<file path="src/rtl/rlog_pkg.sv">
`timescale 1ns/1ps
package rlog_pkg;
  localparam logic [7:0] OP_WREN  = 8'h06;
  localparam logic [7:0] OP_WRITE = 8'h02;
  localparam logic [7:0] OP_READ  = 8'h03;
  localparam int unsigned WR_HDR = 4;
  localparam int unsigned RD_HDR = 3;

  typedef enum logic [1:0] {
    ST_IDLE,
    ST_XFER,
    ST_WAIT,
    ST_OUT
  } seq_state_t;
endpackage

</file>
<file path="src/rtl/rlog_serializer.sv">
`timescale 1ns/1ps
module rlog_serializer #(
  parameter int unsigned NCH = 3,
  localparam int unsigned REC_BYTES = 2 * NCH,
  localparam int unsigned BI_W = (REC_BYTES > 1) ? $clog2(REC_BYTES) : 1
) (
  input  logic                  clk,
  input  logic                  rst_n,
  input  logic                  load,
  input  logic [16*NCH-1:0]     din,
  input  logic [BI_W-1:0]       sel,
  output logic [7:0]            dout
);
  logic [16*NCH-1:0] rec_q;
  logic [7:0]        bytes [REC_BYTES];

  always_ff @(posedge clk) begin
    if (!rst_n)    rec_q <= '0;
    else if (load) rec_q <= din;
  end

  for (genvar c = 0; c < NCH; c++) begin : g_chan
    assign bytes[2*c]   = rec_q[16*c +: 8];
    assign bytes[2*c+1] = rec_q[16*c+8 +: 8];
  end

  always_comb begin
    dout = 8'h00;
    for (int k = 0; k < REC_BYTES; k++)
      if (sel == BI_W'(k)) dout = bytes[k];
  end
endmodule

</file>
<file path="src/rtl/rlog_counters.sv">
`timescale 1ns/1ps
module rlog_counters #(
  parameter int unsigned REC_BYTES = 6,
  parameter int unsigned MEM_BYTES = 32768,
  parameter int unsigned CNT_W = 16
) (
  input  logic             clk,
  input  logic             rst_n,
  input  logic             commit,
  output logic [CNT_W-1:0] rec_count,
  output logic [CNT_W-1:0] byte_count,
  output logic             full
);
  localparam logic [CNT_W-1:0] STEP  = CNT_W'(REC_BYTES);
  localparam logic [CNT_W-1:0] LIMIT = CNT_W'(MEM_BYTES - REC_BYTES);

  always_ff @(posedge clk) begin
    if (!rst_n) begin
      rec_count  <= '0;
      byte_count <= '0;
    end else if (commit) begin
      rec_count  <= rec_count + 1'b1;
      byte_count <= byte_count + STEP;
    end
  end

  assign full = byte_count > LIMIT;
endmodule

</file>
<file path="src/rtl/rlog_seq.sv">
`timescale 1ns/1ps
module rlog_seq
  import rlog_pkg::*;
#(
  parameter int unsigned REC_BYTES = 6,
  parameter int unsigned CNT_W = 16,
  localparam int unsigned PW = CNT_W + 1,
  localparam int unsigned BI_W = (REC_BYTES > 1) ? $clog2(REC_BYTES) : 1
) (
  input  logic             clk,
  input  logic             rst_n,
  input  logic             smp_stb,
  input  logic             upl_req,
  input  logic             full,
  input  logic [CNT_W-1:0] byte_count,
  input  logic [7:0]       rec_byte,
  output logic [BI_W-1:0]  sel,
  output logic             load,
  output logic             commit,
  output logic             spi_cs_n,
  output logic             spi_valid,
  input  logic             spi_ready,
  output logic [7:0]       spi_tx,
  input  logic             spi_rx_valid,
  input  logic [7:0]       spi_rx,
  output logic             up_valid,
  input  logic             up_ready,
  output logic [7:0]       up_data,
  output logic             up_last,
  output logic             overrun,
  output logic             busy
);
  seq_state_t    state;
  logic          wr_mode;
  logic [PW-1:0] pos;
  logic [PW-1:0] last;
  logic [15:0]   addr16;
  logic          at_last;
  logic          start_up;

  assign addr16   = 16'(byte_count);
  assign at_last  = (pos == last);
  assign load     = (state == ST_IDLE) && smp_stb && !full;
  assign start_up = (state == ST_IDLE) && !load && upl_req && (byte_count != '0);
  assign commit   = (state == ST_WAIT) && spi_rx_valid && wr_mode && at_last;
  assign sel      = BI_W'(pos - PW'(WR_HDR));

  assign busy      = (state != ST_IDLE);
  assign spi_cs_n  = (state == ST_IDLE);
  assign spi_valid = (state == ST_XFER);
  assign up_valid  = (state == ST_OUT);
  assign up_last   = (state == ST_OUT) && at_last;

  always_comb begin
    if (wr_mode) begin
      case (pos)
        PW'(0):  spi_tx = OP_WREN;
        PW'(1):  spi_tx = OP_WRITE;
        PW'(2):  spi_tx = addr16[15:8];
        PW'(3):  spi_tx = addr16[7:0];
        default: spi_tx = rec_byte;
      endcase
    end else begin
      spi_tx = (pos == '0) ? OP_READ : 8'h00;
    end
  end

  always_ff @(posedge clk) begin
    if (!rst_n) begin
      state   <= ST_IDLE;
      wr_mode <= 1'b0;
      pos     <= '0;
      last    <= '0;
      up_data <= '0;
      overrun <= 1'b0;
    end else begin
      if (smp_stb && (state != ST_IDLE) && wr_mode) overrun <= 1'b1;
      case (state)
        ST_IDLE: begin
          if (load) begin
            wr_mode <= 1'b1;
            pos     <= '0;
            last    <= PW'(REC_BYTES + WR_HDR - 1);
            state   <= ST_XFER;
          end else if (start_up) begin
            wr_mode <= 1'b0;
            pos     <= '0;
            last    <= PW'(byte_count) + PW'(RD_HDR - 1);
            state   <= ST_XFER;
          end
        end
        ST_XFER: if (spi_ready) state <= ST_WAIT;
        ST_WAIT: begin
          if (spi_rx_valid) begin
            if (!wr_mode && (pos >= PW'(RD_HDR))) begin
              up_data <= spi_rx;
              state   <= ST_OUT;
            end else if (at_last) begin
              state <= ST_IDLE;
            end else begin
              pos   <= pos + 1'b1;
              state <= ST_XFER;
            end
          end
        end
        ST_OUT: begin
          if (up_ready) begin
            if (at_last) state <= ST_IDLE;
            else begin
              pos   <= pos + 1'b1;
              state <= ST_XFER;
            end
          end
        end
        default: state <= ST_IDLE;
      endcase
    end
  end
endmodule

</file>
<file path="src/rtl/rec_logger.sv">
`timescale 1ns/1ps
module rec_logger #(
  parameter int unsigned NCH = 3,
  parameter int unsigned MEM_BYTES = 32768,
  localparam int unsigned REC_BYTES = 2 * NCH,
  localparam int unsigned CNT_W = $clog2(MEM_BYTES + 1),
  localparam int unsigned BI_W = (REC_BYTES > 1) ? $clog2(REC_BYTES) : 1
) (
  input  logic              clk,
  input  logic              rst_n,
  input  logic              smp_stb,
  input  logic [16*NCH-1:0] smp_data,
  input  logic              upl_req,
  output logic              spi_cs_n,
  output logic              spi_valid,
  input  logic              spi_ready,
  output logic [7:0]        spi_tx,
  input  logic              spi_rx_valid,
  input  logic [7:0]        spi_rx,
  output logic              up_valid,
  input  logic              up_ready,
  output logic [7:0]        up_data,
  output logic              up_last,
  output logic [CNT_W-1:0]  rec_count,
  output logic [CNT_W-1:0]  byte_count,
  output logic              full,
  output logic              overrun,
  output logic              busy
);
  logic            load;
  logic            commit;
  logic [BI_W-1:0] sel;
  logic [7:0]      rec_byte;

  rlog_serializer #(.NCH(NCH)) u_ser (
    .clk(clk), .rst_n(rst_n), .load(load), .din(smp_data),
    .sel(sel), .dout(rec_byte)
  );

  rlog_counters #(.REC_BYTES(REC_BYTES), .MEM_BYTES(MEM_BYTES), .CNT_W(CNT_W)) u_cnt (
    .clk(clk), .rst_n(rst_n), .commit(commit),
    .rec_count(rec_count), .byte_count(byte_count), .full(full)
  );

  rlog_seq #(.REC_BYTES(REC_BYTES), .CNT_W(CNT_W)) u_seq (
    .clk(clk), .rst_n(rst_n), .smp_stb(smp_stb), .upl_req(upl_req),
    .full(full), .byte_count(byte_count), .rec_byte(rec_byte), .sel(sel),
    .load(load), .commit(commit),
    .spi_cs_n(spi_cs_n), .spi_valid(spi_valid), .spi_ready(spi_ready),
    .spi_tx(spi_tx), .spi_rx_valid(spi_rx_valid), .spi_rx(spi_rx),
    .up_valid(up_valid), .up_ready(up_ready), .up_data(up_data),
    .up_last(up_last), .overrun(overrun), .busy(busy)
  );
endmodule

</file>
<file path="config.mk">
export PLATFORM = sky130hd
export DESIGN_NAME = rec_logger
export DESIGN_NICKNAME = d
export VERILOG_FILES = /design/src/rtl/rlog_pkg.sv /design/src/rtl/rlog_serializer.sv /design/src/rtl/rlog_counters.sv /design/src/rtl/rlog_seq.sv /design/src/rtl/rec_logger.sv
export SDC_FILE = /design/constraint.sdc
export NUM_CORES = 1
export LEC_CHECK = 0
export BUFFER_PORTS_ARGS = -buffer_cell sky130_fd_sc_hd__buf_2
export CELL_PAD_IN_SITES_DETAIL_PLACEMENT = 1
export CELL_PAD_IN_SITES_GLOBAL_PLACEMENT = 1
export CORE_ASPECT_RATIO = 1.2
export CORE_MARGIN = 2
export CORE_UTILIZATION = 35
export DETAILED_ROUTE_END_ITERATION = 8
export PLACE_DENSITY_LB_ADDON = 0.1
export SLEW_MARGIN = 25
export SYNTH_ARGS = -nofsm -noshare
export SYNTH_HDL_FRONTEND = slang
export SYNTH_SLANG_ARGS = --single-unit
</file>
<file path="constraint.sdc">
create_clock -name clk -period 2.59 [get_ports clk]
set_input_delay 0.3885 -clock clk [delete_from_list [all_inputs] [get_ports clk]]
set_output_delay 0.3885 -clock clk [all_outputs]
set_load 0.1 [all_outputs]
</file>
==> Word level (Yosys, flattened, before mapping) <==
Index checks and enable logic that the tools add are counted.
{ "classes": {"muxes": 28, "addsub": 5, "n_reduce_logical": 26, "eq_ne": 17, "order_cmp": 2} }
{ "op_table": {"columns": ["operator", "count"], "rows": [
  ["17-bit two-way mux", 8],
  ["8-bit two-way mux", 7],
  ["17-bit one-hot mux with 3 select lines", 1],
  ["17-bit by 2-bit == test with 1-bit output (second input constant)", 2],
  ["8-bit one-hot mux with 4 select lines", 1],
  ["16-bit by 2-bit adder with 17-bit output (second input constant)", 1],
  ["17-bit by 1-bit adder with 17-bit output (second input constant)", 1],
  ["17-bit by 1-bit == test with 1-bit output (second input constant)", 1],
  ["17-bit == test", 1],
  ["17-bit by 2-bit greater-or-equal comparator with 1-bit output (second input constant)", 1],
  ["17-bit zero test", 1],
  ["16-bit by 1-bit adder with 16-bit output (second input constant)", 1],
  ["16-bit by 3-bit adder with 16-bit output (second input constant)", 1],
  ["16-bit by 15-bit greater-than comparator with 1-bit output (second input constant)", 1],
  ["16-bit nonzero test", 1],
  ["2-bit two-way mux", 7],
  ["1-bit logical AND", 12],
  ["2-bit one-hot mux with 4 select lines", 1],
  ["3-bit by 2-bit == test with 1-bit output (second input constant)", 2],
  ["3-bit == test (second input constant)", 2],
  ["5-bit AND reduction", 1],
  ["2-bit == test (second input constant)", 2],
  ["2-bit by 1-bit inequality test with 1-bit output (second input constant)", 2],
  ["2-bit inequality test (second input constant)", 2],
  ["13 further kinds", 18]
]} }
{ "word_totals": {"out_inout_bits": 55, "elab_cells": 87, "reg_bits": 126, "input_bits": 63} }

==> Longest topological paths before layout <==
Gate-level depths: netlist of the first run.
{ "depth": {"depth_word": 10, "mapped_depth": 10, "ltp_nobuf": 8} }

==> Modules after synthesis <==
A second synthesis of the first run with hierarchy kept.
{ "hier_totals": {"hier_cells": 728, "hier_area_um2": 6625.1} }
{ "modules_own_cells": {"columns": ["mod", "area_per_inst_um2", "seq_area_each_um2", "n_inst", "cells_each"], "rows": [
  ["rlog_seq", 2860.2, 920.9, 1, 356],
  ["rlog_serializer", 2326.0, 960.9, 1, 206],
  ["rlog_counters", 1438.9, 620.6, 1, 166]
]} }

==> Worst setup path after synthesis of the first run <==
Ideal clock, no wire load.
{ "synth_timing": {"path_kind": "register to output", "start": "reg u_seq.pos[3]", "end": "out spi_tx[1]", "t_arrival_ns": 4.066, "path_buffers": 2, "setup_slack_ns": -1.864, "stages_incl_launch_ff": 8, "required_time_ns": 2.202, "path_cell_list": "dfxtp_1 -> buf_6 -> or4_4 -> nor4_4 -> and2_1 -> clkbuf_1 -> a21oi_1 -> a211oi_1"} }
{ "synth_between": {"elab_chain_len": 3, "word_cells_on_any_way": 7, "classes_between": "eq/ne (3); mux (3); reduce/logical (1)"} }
{ "synth_rtl": {"columns": ["item", "line", "text"], "rows": [
  ["start: declaration", "rlog_seq.sv:35", "logic [PW-1:0] pos;"],
  ["start signal: assignment", "rlog_seq.sv:101", "pos <= pos + 1'b1;"],
  ["start signal: assignment", "rlog_seq.sv:110", "pos <= pos + 1'b1;"],
  ["17-bit by 2-bit == test with 1-bit output (tied with other cells)", "rlog_seq.sv:56", "case (pos)"],
  ["8-bit one-hot mux with 4 select lines / 2-bit two-way mux (equally long branches)", "rlog_seq.sv:56, rlog_seq.sv:64", null],
  ["8-bit two-way mux (*)", "rlog_seq.sv:55", "if (wr_mode) begin"],
  ["end: declaration", "rec_logger.sv:17", "output logic [7:0] spi_tx,"]
]} }
Mark *: on every way between the ends. The rest lies on a longest branch, timed or not.

==> Worst setup path after layout of the first run <==
{ "layout_timing": {"start": "reg u_seq.pos[7]", "end": "out spi_tx[1]"} }
The elaborated chain is that of the path after synthesis.

==> results of run 1 <==
worst paths after layout:
kind	from	to	slack, ns	cells after the start
setup / recovery	u_seq.pos[7]	spi_tx[1]	-0.47	8
hold / removal	smp_data[0]	u_ser.rec_q[0]	0.21	3
setup reg to reg	u_seq.pos[7]	u_seq.pos[12]	0.07	9
hold reg to reg	u_ser.rec_q[43]	u_ser.rec_q[43]	0.46	2
Yosys cell counts, types with 12 or more instances:
master	number	area, µm²
sky130_fd_sc_hd__a211oi_1	17	128
sky130_fd_sc_hd__a21oi_1	92	460
sky130_fd_sc_hd__a31oi_1	12	75.1
sky130_fd_sc_hd__buf_2	13	65.1
sky130_fd_sc_hd__clkbuf_1	54	203
sky130_fd_sc_hd__dfxtp_1	124	2480
sky130_fd_sc_hd__inv_1	12	45.0
sky130_fd_sc_hd__mux2i_1	16	160
sky130_fd_sc_hd__nand2_1	149	559
sky130_fd_sc_hd__nand3_1	32	160
sky130_fd_sc_hd__nand4_1	33	206
sky130_fd_sc_hd__nor2_1	68	255
sky130_fd_sc_hd__nor3_1	17	85.1
sky130_fd_sc_hd__nor4_1	14	87.6
sky130_fd_sc_hd__o21ai_0	16	80.1
sky130_fd_sc_hd__o31ai_1	16	120
sky130_fd_sc_hd__xnor2_1	20	175
sky130_fd_sc_hd__xor2_1	17	149
per-layer routing:
metal / vias up / global-route usage (%) / wire, µm
met5: - / 0 / 0
met4: 0 / 9.11 / 686
met3: 48 / 4.36 / 1020
met2: 196 / 42.6 / 12200
met1: 3383 / 29.3 / 10100
li1: 3333 / - / -
registers in the layout (all words and copies together), names as in the netlist:
signal / flops
u_seq.up_data: 8
u_ser.rec_q: 48
u_cnt.byte_count: 15
u_seq.overrun: 1
u_seq.pos: 17
u_cnt.rec_count: 16
u_seq.last: 17
u_seq.state: 2
cells by family after synthesis:
| family | after synthesis | synth area share [%] |
|---|---|---|
| compound gates | 192 | 18.0 |
| fa+ha+maj | 9 | 1.70 |
| mux | 17 | 2.59 |
| buf+inv | 88 | 5.75 |
| other cells | 1 | 0.0567 |
| simple gates | 393 | 29.5 |
| xor+xnor | 37 | 4.90 |
| flops | 124 | 37.5 |
layout make-up:
class	instances	area, µm²	area share, %
multi-input cells	649	4030	45.3
flip-flops and latches	124	2500	28.1
repair buffers	194	1420	15.9
clock buffers	20	457	5.14
well taps	256	320	3.60
clock inverters	11	120	1.35
inverters	13	52.6	0.591
tightest hold or removal path: stages:
cell and delay (ns):
sky130_fd_sc_hd__buf_2 0.09, sky130_fd_sc_hd__nand2_1 0.04, sky130_fd_sc_hd__a21oi_1 0.05
power groups by stage:
stage | Combinational, mW | Clock, mW | Sequential (mW)
final | 0.663 | 2.36 | 2.02
after CTS | 0.650 | 2.40 | 2.01
after global routing | 0.714 | 2.49 | 2.02
after floorplan | 0.398 | 0 | 2.04
after global placement | 0.616 | 0 | 2.05
after detailed placement | 0.634 | 0 | 2.05
timing repair:
| item | 4_1_cts | 5_1_grt |
|---|---|---|
| buffers inserted | 2 | 3 |
| pin swaps | 11 | 12 |
| setup endpoints to repair | 16 | 35 |
| resized for setup | 21 | 20 |
| gates cloned | 0 | 1 |
through the flow:
step / util, % / cell area (µm²) / worst slack (ns)
6_report: 47.5 / 8890 / -0.471
5_1_grt: 47.5 / 8890 / -0.532
4_1_cts: 46.8 / 8750 / -0.502
3_5_place_dp: 43.1 / 8060 / -0.171
3_3_place_gp: 43.1 / 8060 / -0.127
2_1_floorplan: - / 6770 / -0.428
==> metrics.txt, run 1 <==
Die ar. 20000 µm²; slowest cell on the critical path sky130_fd_sc_hd__or4_4; proportion of layout cells with a drive suffix above 1 29.2%; delay-heaviest family, CP simple AND/OR/NAND/NOR gates; syn nets 933; Buffers on Ports 116; critical path arrival 2.67 ns; Post-Syn Area 6620 µm²; Core Rows 55; P per Cell Area 567 nW/µm²; number of hold-slack violations in the final timing report 0; commonest cells after routing, fill and taps aside 148 x sky130_fd_sc_hd__nand2_1, 110 x sky130_fd_sc_hd__dfxtp_1, 106 x sky130_fd_sc_hd__buf_2; Pleak 3.53 nW; detail-routed net length per standard cell 18.9 µm; Finish-stage setup viols 8; number of antenna violations at the first check in global routing 0; maximum achievable frequency 327 MHz; clock latency on the worst-skew pair 0.42 ns; Avg Inst Size Synth 7.68 µm²; count of warnings emitted by yosys 0; Worst Tran Pin Value 0.746 ns; part of the power in combinational logic 13.1%; depth of the CTS H-tree 4; CP required 2.20 ns; first-pass GRT wire length 38300 µm; Detailed Route WL 24000 µm; Area growth, synth to finish 34.4%; pin count of the biggest net entering global routing 50; fraction of the yosys area taken by sequential cells 37.5%; length of the first detailed-routing pass in iterations 5; clock tree from TritonCTS done; horizontal die dimension 130 µm; time the worst path needs with I/O delays and setup 3.06 ns; 1st-iter DRT viols 336; number of hold buffers added after CTS 0; final slew viol count 0; Detailed Place HPWL 17700 µm; Setup crit end kind primary output; Final Instance Count excl. Fillers 1267; portion of the clock cycle consumed by the worst path in the final layout 118%; cts bufs inserted 17; async set or reset register ratio after synthesis 0%; number of antenna repair diodes 0; worst hold-check slack 0.206 ns; synthesis-stage register bit count 124; count of pins on the block boundary 118; max-cap violation count 0; critical-path cell list or4_4 -> nor4_4 -> buf_4 -> o31ai_4 -> and2_4 -> a21boi_1 -> a211oi_4 -> buf_12; worst path setup slack after routing -0.471 ns; final net count 1071; number of flops mapped to enable cells by yosys 0; clock slew at the register clock pins of the worst setup and hold paths 0.06 ns; Initial Utilization 35.3%; maximum fanout count along the critical path 5; type of the worst min-delay path input port to register; part of the total power dissipated in the clock network 46.9%; y dimension of the die 155 µm; library cells used by synthesis 62; clock tree buffer depth 2; Crit path buffers/inverters 2; CP max stage delay 0.57 ns; placed insts 1230; routability cong. 0.869; cell-internal power 3.66 mW; overall overflow remaining after global route 0; fillers 2275; Worst Setup Start Kind register; sequential group share of total power 40.0%; net switching power 1.39 mW; via count of the first global-routing pass 7283; most common cell after layout, fill and taps aside sky130_fd_sc_hd__nand2_1; Via Count 6960; RSZ-0062 raised after global routing yes; Clock Sinks 124; total design power 5.04 mW; worst ir drop on vdd 0.000484 V; Core Area 18700 µm²; Root Buffer sky130_fd_sc_hd__clkbuf_16; routed via count divided by cell count 5.49; total global-route track usage 24.3%; tightest slew margin relative to the limit 50.2%; Post-Synthesis Cells 861; number of routed nets with antenna violations 0; Crit Path Class register to primary output; DRC violation count after routing 0; Post-synth top flop sky130_fd_sc_hd__dfxtp_1; outcome finished, violations left; failing checks setup timing; total negative slack -3.41 ns; proportion of total power due to net switching 27.5%; Worst Clk Skew 0.00840 ns
No activity file was read; power rests on OpenSTA's default activity.
==> inputs of run 2 (changes only) <==
--- a/config.mk
+++ b/config.mk
@@ -6,13 +6,10 @@
 export NUM_CORES = 1
 export LEC_CHECK = 0
 export BUFFER_PORTS_ARGS = -buffer_cell sky130_fd_sc_hd__buf_2
-export CELL_PAD_IN_SITES_DETAIL_PLACEMENT = 1
-export CELL_PAD_IN_SITES_GLOBAL_PLACEMENT = 1
 export CORE_ASPECT_RATIO = 1.2
 export CORE_MARGIN = 2
 export CORE_UTILIZATION = 35
 export DETAILED_ROUTE_END_ITERATION = 8
-export PLACE_DENSITY_LB_ADDON = 0.1
 export SLEW_MARGIN = 25
 export SYNTH_ARGS = -nofsm -noshare
 export SYNTH_HDL_FRONTEND = slang
==> run 2 against run 1 <==
Maximum frequency down 0.90%. Final area down 1.2%. Largest cell class unchanged. Sequential power about the same. First-iteration DRC count up 61%. Flip-flop and latch count unchanged. Sequential share of layout area up 0.33 points. Critical endpoint is now spi_tx[5]. The run still ends with setup timing left. Critical path type unchanged. Total power up 1.4%. Die area unchanged.
==> metrics.txt, run 2 (synthesis gave the netlist of run 1 again) <==
y dimension of the die 155 µm; proportion of layout cells with a drive suffix above 1 28.0%; post-layout util 47.0%; part of the total power dissipated in the clock network 48.4%; routed length on met3 1070 µm; RSZ-0062 raised after global routing yes; horizontal die dimension 130 µm; Setup crit end kind primary output; Core Rows 55; routed length on met1 9190 µm; Largest regs u_ser.rec_q x48, u_seq.last x17, u_seq.pos x17; Setup crit end spi_tx[5]; length of the first detailed-routing pass in iterations 6; cts bufs inserted 17; clock tree buffer depth 2; part of the power in combinational logic 12.2%; WP depth 10; total design power 5.11 mW; final net count 1070; Pleak 3.52 nW; Clock Sinks 124; routed via count divided by cell count 5.35; depth of the CTS H-tree 4; Worst Setup SP u_seq.pos[10]; worst path setup slack after routing -0.498 ns; delay-heaviest family, CP simple AND/OR/NAND/NOR gates; clock latency on the worst-skew pair 0.42 ns; Worst Tran Pin Value 0.670 ns; sequential group share of total power 39.4%; Core Area 18700 µm²; cell-internal power 3.75 mW; DRC violation count after routing 0; clock tree from TritonCTS done; most frequent CP cell sky130_fd_sc_hd__buf_4; routability cong. 0.865; Via Count 6774; Area growth, synth to finish 32.8%; most common cell after layout, fill and taps aside sky130_fd_sc_hd__nand2_1; net switching power 1.36 mW; fillers 1910; slowest cell on the critical path sky130_fd_sc_hd__or4_4; P per Cell Area 582 nW/µm²; worst reg2reg path depth 9; via count of the first global-routing pass 6411; Most flops, register u_ser.rec_q; number of flip-flops under the largest register name 48; proportion of total power due to net switching 26.6%; Final Instance Count excl. Fillers 1266; critical-path cell list or4_4 -> nor4_4 -> buf_4 -> buf_4 -> and2_4 -> buf_4 -> a222oi_1 -> buf_4 -> nor2_4 -> buf_12; total global-route track usage 21.0%; number of antenna violations at the first check in global routing 0; first-pass GRT wire length 33200 µm; Buffers on Ports 116; max-cap violation count 0; final slew viol count 0; number of routed nets with antenna violations 0; commonest cells after routing, fill and taps aside 149 x sky130_fd_sc_hd__nand2_1, 110 x sky130_fd_sc_hd__dfxtp_1, 106 x sky130_fd_sc_hd__buf_2; pin count of the biggest net entering global routing 60; Crit path buffers/inverters 5; CP required 2.20 ns; detail-routed net length per standard cell 16.4 µm; CP max stage delay 0.56 ns; worst ir drop on vdd 0.000429 V; tightest slew margin relative to the limit 55.3%; Initial Utilization 35.3%; total negative slack -3.55 ns; highest routed layer met4; end of the worst register-to-register path u_seq.pos[4]; 1st-iter DRT viols 542; overall overflow remaining after global route 0; portion of the clock cycle consumed by the worst path in the final layout 119%; maximum achievable frequency 324 MHz; critical path arrival 2.70 ns; Root Buffer sky130_fd_sc_hd__clkbuf_16; number of antenna repair diodes 0; worst reg2reg path startpoint u_seq.pos[10]; post-placement worst setup slack -0.107 ns; clock slew at the register clock pins of the worst setup and hold paths 0.06 ns; number of hold-slack violations in the final timing report 0; count of pins on the block boundary 118; placed insts 1228; failing checks setup timing; Detailed Place HPWL 15000 µm; Detailed Route WL 20700 µm; Finish-stage setup viols 8; Worst Setup Start Kind register; time the worst path needs with I/O delays and setup 3.09 ns; Met2 Routed Length 10000 µm; Crit Path Class register to primary output; Worst R2R Setup Slack 0.11 ns; Worst Clk Skew 0.00964 ns; Die ar. 20000 µm²; maximum fanout count along the critical path 3; type of the worst min-delay path input port to register; outcome finished, violations left
## run 2: cell count changes in the layout (fill, tap and decap cells not counted), moves of 3 or more
cell	change
sky130_fd_sc_hd__buf_12	-3
sky130_fd_sc_hd__nor4_1	+3
sky130_fd_sc_hd__a21oi_1	+3
sky130_fd_sc_hd__clkinv_2	-4
sky130_fd_sc_hd__nor4_2	-3
## run 2: layout make-up
cell class / instances / area [µm²] / area share, %
sequential: 124 / 2500 / 28.4
clock inverter: 12 / 164 / 1.87
multi-input combinational: 649 / 3940 / 44.8
tap: 256 / 320 / 3.64
inverter: 13 / 52.6 / 0.598
clock buffer: 19 / 453 / 5.15
timing repair buffer: 193 / 1360 / 15.5
## run 2: timing repair
| action | 4_1_cts | 5_1_grt |
|---|---|---|
| endpoints found under the hold margin | 0 | 0 |
| setup buffers | 7 | 0 |
| pin swaps | 8 | 7 |
| hold buffers | 0 | 0 |
| resized for setup | 12 | 14 |
| endpoints found under the setup margin | 10 | 23 |
## run 2: worst min path at each step
stage | cells after the start | slack [ns] | start | to
global placement | 2 | 0.44 | u_ser.rec_q[2] | u_ser.rec_q[2]
floorplan | 2 | 0.43 | u_ser.rec_q[0] | u_ser.rec_q[0]
global route | 3 | 0.20 | smp_data[36] | u_ser.rec_q[36]
detailed placement | 2 | 0.45 | u_ser.rec_q[13] | u_ser.rec_q[13]
CTS | 3 | 0.19 | smp_data[6] | u_ser.rec_q[6]
finish | 3 | 0.20 | smp_data[1] | u_ser.rec_q[1]
## run 2: per-stage QoR
stage,hold slack [ns],area (µm²)
after floorplan,0.432,6770
after global placement,0.443,8020
after detailed placement,0.448,8020
after CTS,0.188,8720
after global routing,0.205,8790
final,0.201,8790
## run 2: worst min-delay path, delay by kind of cell
family	cells	cell delay, ns
buf+inv	1	0.10
compound gates	1	0.05
simple gates	1	0.04
## run 2: layer usage
metal	global-route usage, %	vias up
li1	-	3349
met1	27.2	3203
met2	34.6	187
met3	4.25	35
met4	7.42	0
met5	0	-
## run 2: power groups by stage
stage,Combinational [mW],Clock (mW),Sequential [mW]
after floorplan,0.398,0,2.04
after global placement,0.604,0,2.05
after detailed placement,0.607,0,2.05
after CTS,0.618,2.52,2.01
after global routing,0.679,2.59,2.02
final,0.627,2.47,2.01
==> inputs of run 3 (changes only) <==
--- a/config.mk
+++ b/config.mk
@@ -10,6 +10,7 @@
 export CORE_MARGIN = 2
 export CORE_UTILIZATION = 35
 export DETAILED_ROUTE_END_ITERATION = 8
+export REMOVE_ABC_BUFFERS = 1
 export SLEW_MARGIN = 25
 export SYNTH_ARGS = -nofsm -noshare
 export SYNTH_HDL_FRONTEND = slang
==> run 3 against run 2 <==
The run still ends with setup timing left. Flip-flop and latch count did not move. Final area fell by 1.3%. Register-to-register slack barely moved. Critical path depth fell by 2. Count of clock-buffer cells in the layout did not move. Non-clock buffer count did not move. Clock skew rose by 0.0016 ns. First-iteration DRC count rose by 14%. Critical endpoint is now spi_tx[4]. Largest cell class unchanged. Largest power group unchanged.
==> metrics.txt, run 3 (synthesis gave the netlist of run 1 again) <==
detail-routed net length per standard cell 16.2 µm; y dimension of the die 155 µm; final slew viol count 0; final net count 1071; DRC violation count after routing 0; count of pins on the block boundary 118; P per Cell Area 573 nW/µm²; Detailed Place HPWL 14800 µm; number of hold buffers added after CTS 0; proportion of total power due to net switching 27.2%; worst ir drop on vdd 0.000403 V; part of the total power dissipated in the clock network 47.4%; Worst Tran Pin Value 0.695 ns; Crit Path Class register to primary output; horizontal die dimension 130 µm; Crit path buffers/inverters 3; Setup crit end kind primary output; post-placement worst setup slack -0.127 ns; critical path arrival 2.59 ns; critical-path cell list or4_4 -> nor4_4 -> buf_6 -> o31ai_4 -> buf_4 -> a222oi_1 -> nor2_1 -> buf_12; total global-route track usage 20.5%; depth of the CTS H-tree 4; Clock Sinks 124; Buffers on Ports 116; CP max stage delay 0.55 ns; net switching power 1.35 mW; cell-internal power 3.62 mW; number of flip-flops under the largest register name 48; Largest regs u_ser.rec_q x48, u_seq.last x17, u_seq.pos x17; type of the worst min-delay path input port to register; max-cap violation count 0; portion of the clock cycle consumed by the worst path in the final layout 115%; slowest cell on the critical path sky130_fd_sc_hd__or4_4; number of hold-slack violations in the final timing report 0; RSZ-0062 raised after global routing yes; Die ar. 20000 µm²; routed via count divided by cell count 5.33; post-layout util 46.4%; Core Rows 55; 1st-iter DRT viols 617; overall overflow remaining after global route 0; delay-heaviest family, CP simple AND/OR/NAND/NOR gates; commonest cells after routing, fill and taps aside 148 x sky130_fd_sc_hd__nand2_1, 121 x sky130_fd_sc_hd__dfxtp_1, 106 x sky130_fd_sc_hd__buf_2; Finish-stage setup viols 8; clock tree from TritonCTS done; sequential group share of total power 40.4%; clock tree buffer depth 2; Area growth, synth to finish 31.2%; time the worst path needs with I/O delays and setup 2.98 ns; maximum achievable frequency 335 MHz; Core Area 18700 µm²; maximum fanout count along the critical path 5; length of the first detailed-routing pass in iterations 8; Via Count 6761; CP required 2.20 ns; Most flops, register u_ser.rec_q; Detailed Route WL 20500 µm; tightest slew margin relative to the limit 53.6%; number of routed nets with antenna violations 0; proportion of layout cells with a drive suffix above 1 26.2%; first-pass GRT wire length 32400 µm; clock latency on the worst-skew pair 0.43 ns; clock slew at the register clock pins of the worst setup and hold paths 0.06 ns; routability cong. 0.882; part of the power in combinational logic 12.2%; Worst Setup Start Kind register; via count of the first global-routing pass 6283; failing checks setup timing; Root Buffer sky130_fd_sc_hd__clkbuf_16; most common cell after layout, fill and taps aside sky130_fd_sc_hd__nand2_1; number of antenna violations at the first check in global routing 1; Pleak 3.50 nW; Initial Utilization 35.3%; total negative slack -2.61 ns; cts bufs inserted 17; fillers 1916; outcome finished, violations left; pin count of the biggest net entering global routing 50; total design power 4.97 mW; worst path setup slack after routing -0.391 ns; Worst Clk Skew 0.0112 ns
[run 3: worst paths after layout]
check / from / end / slack [ns] / cells past startpoint
max: u_seq.pos[4] / spi_tx[4] / -0.39 / 8
min: spi_rx[2] / u_seq.up_data[2] / 0.20 / 3
max reg2reg: u_cnt.byte_count[5] / u_seq.pos[1] / 0.10 / 7
min reg2reg: u_ser.rec_q[42] / u_ser.rec_q[42] / 0.45 / 2
[run 3: area by class of cell]
class / instances / area, µm² / area share [%]
Clock buffer: 19 / 443 / 5.10
Antenna cell: 1 / 2.50 / 0.0288
Tap cell: 256 / 320 / 3.69
Inverter: 13 / 48.8 / 0.562
Clock inverter: 13 / 140 / 1.61
Multi-Input combinational cell: 650 / 3890 / 44.8
Sequential cell: 124 / 2490 / 28.7
Timing Repair Buffer: 193 / 1350 / 15.5
[run 3: what timing repair did]
action                     in CTS  in global routing
gates cloned                    0                  1
gates resized for setup        13                 23
setup endpoints to repair      12                 27
setup buffers                   3                  1
pin swaps                       7                 11
[run 3: layer usage]
| layer | vias up | wire, µm | track usage [%] | part of all wire (%) |
|---|---|---|---|---|
| li1 | 3344 | - | - | - |
| met1 | 3133 | 8880 | 26.1 | 43 |
| met2 | 238 | 9980 | 33.5 | 49 |
| met3 | 46 | 1210 | 4.57 | 5.9 |
| met4 | 0 | 468 | 7.89 | 2.3 |
| met5 | - | 0 | 0 | 0 |
[run 3: worst reg2reg max path, stage by stage, from the launching register on]
cell	delay (ns)
sky130_fd_sc_hd__dfxtp_1	0.36
sky130_fd_sc_hd__buf_4	0.19
sky130_fd_sc_hd__nor4_1	0.39
sky130_fd_sc_hd__nand4_1	0.25
sky130_fd_sc_hd__o21a_1	0.27
sky130_fd_sc_hd__a211o_1	0.50
sky130_fd_sc_hd__nand3_2	0.23
sky130_fd_sc_hd__mux2i_1	0.21
[run 3: power by group through the flow]
stage	clock, mW	combinational, mW	sequential (mW)
6_report	2.36	0.606	2.01
5_1_grt	2.48	0.654	2.02
4_1_cts	2.40	0.597	2.01
3_5_place_dp	0	0.582	2.05
3_3_place_gp	0	0.580	2.05
2_1_floorplan	0	0.341	2.05
[run 3: stage by stage]
stage	cell area (µm²)	std cells	hold slack, ns
4_1_cts	8580	1266	0.177
2_1_floorplan	6280	786	0.432
3_5_place_dp	7920	1232	0.447
3_3_place_gp	7920	1232	0.443
5_1_grt	8680	1268	0.191
6_report	8680	1269	0.195
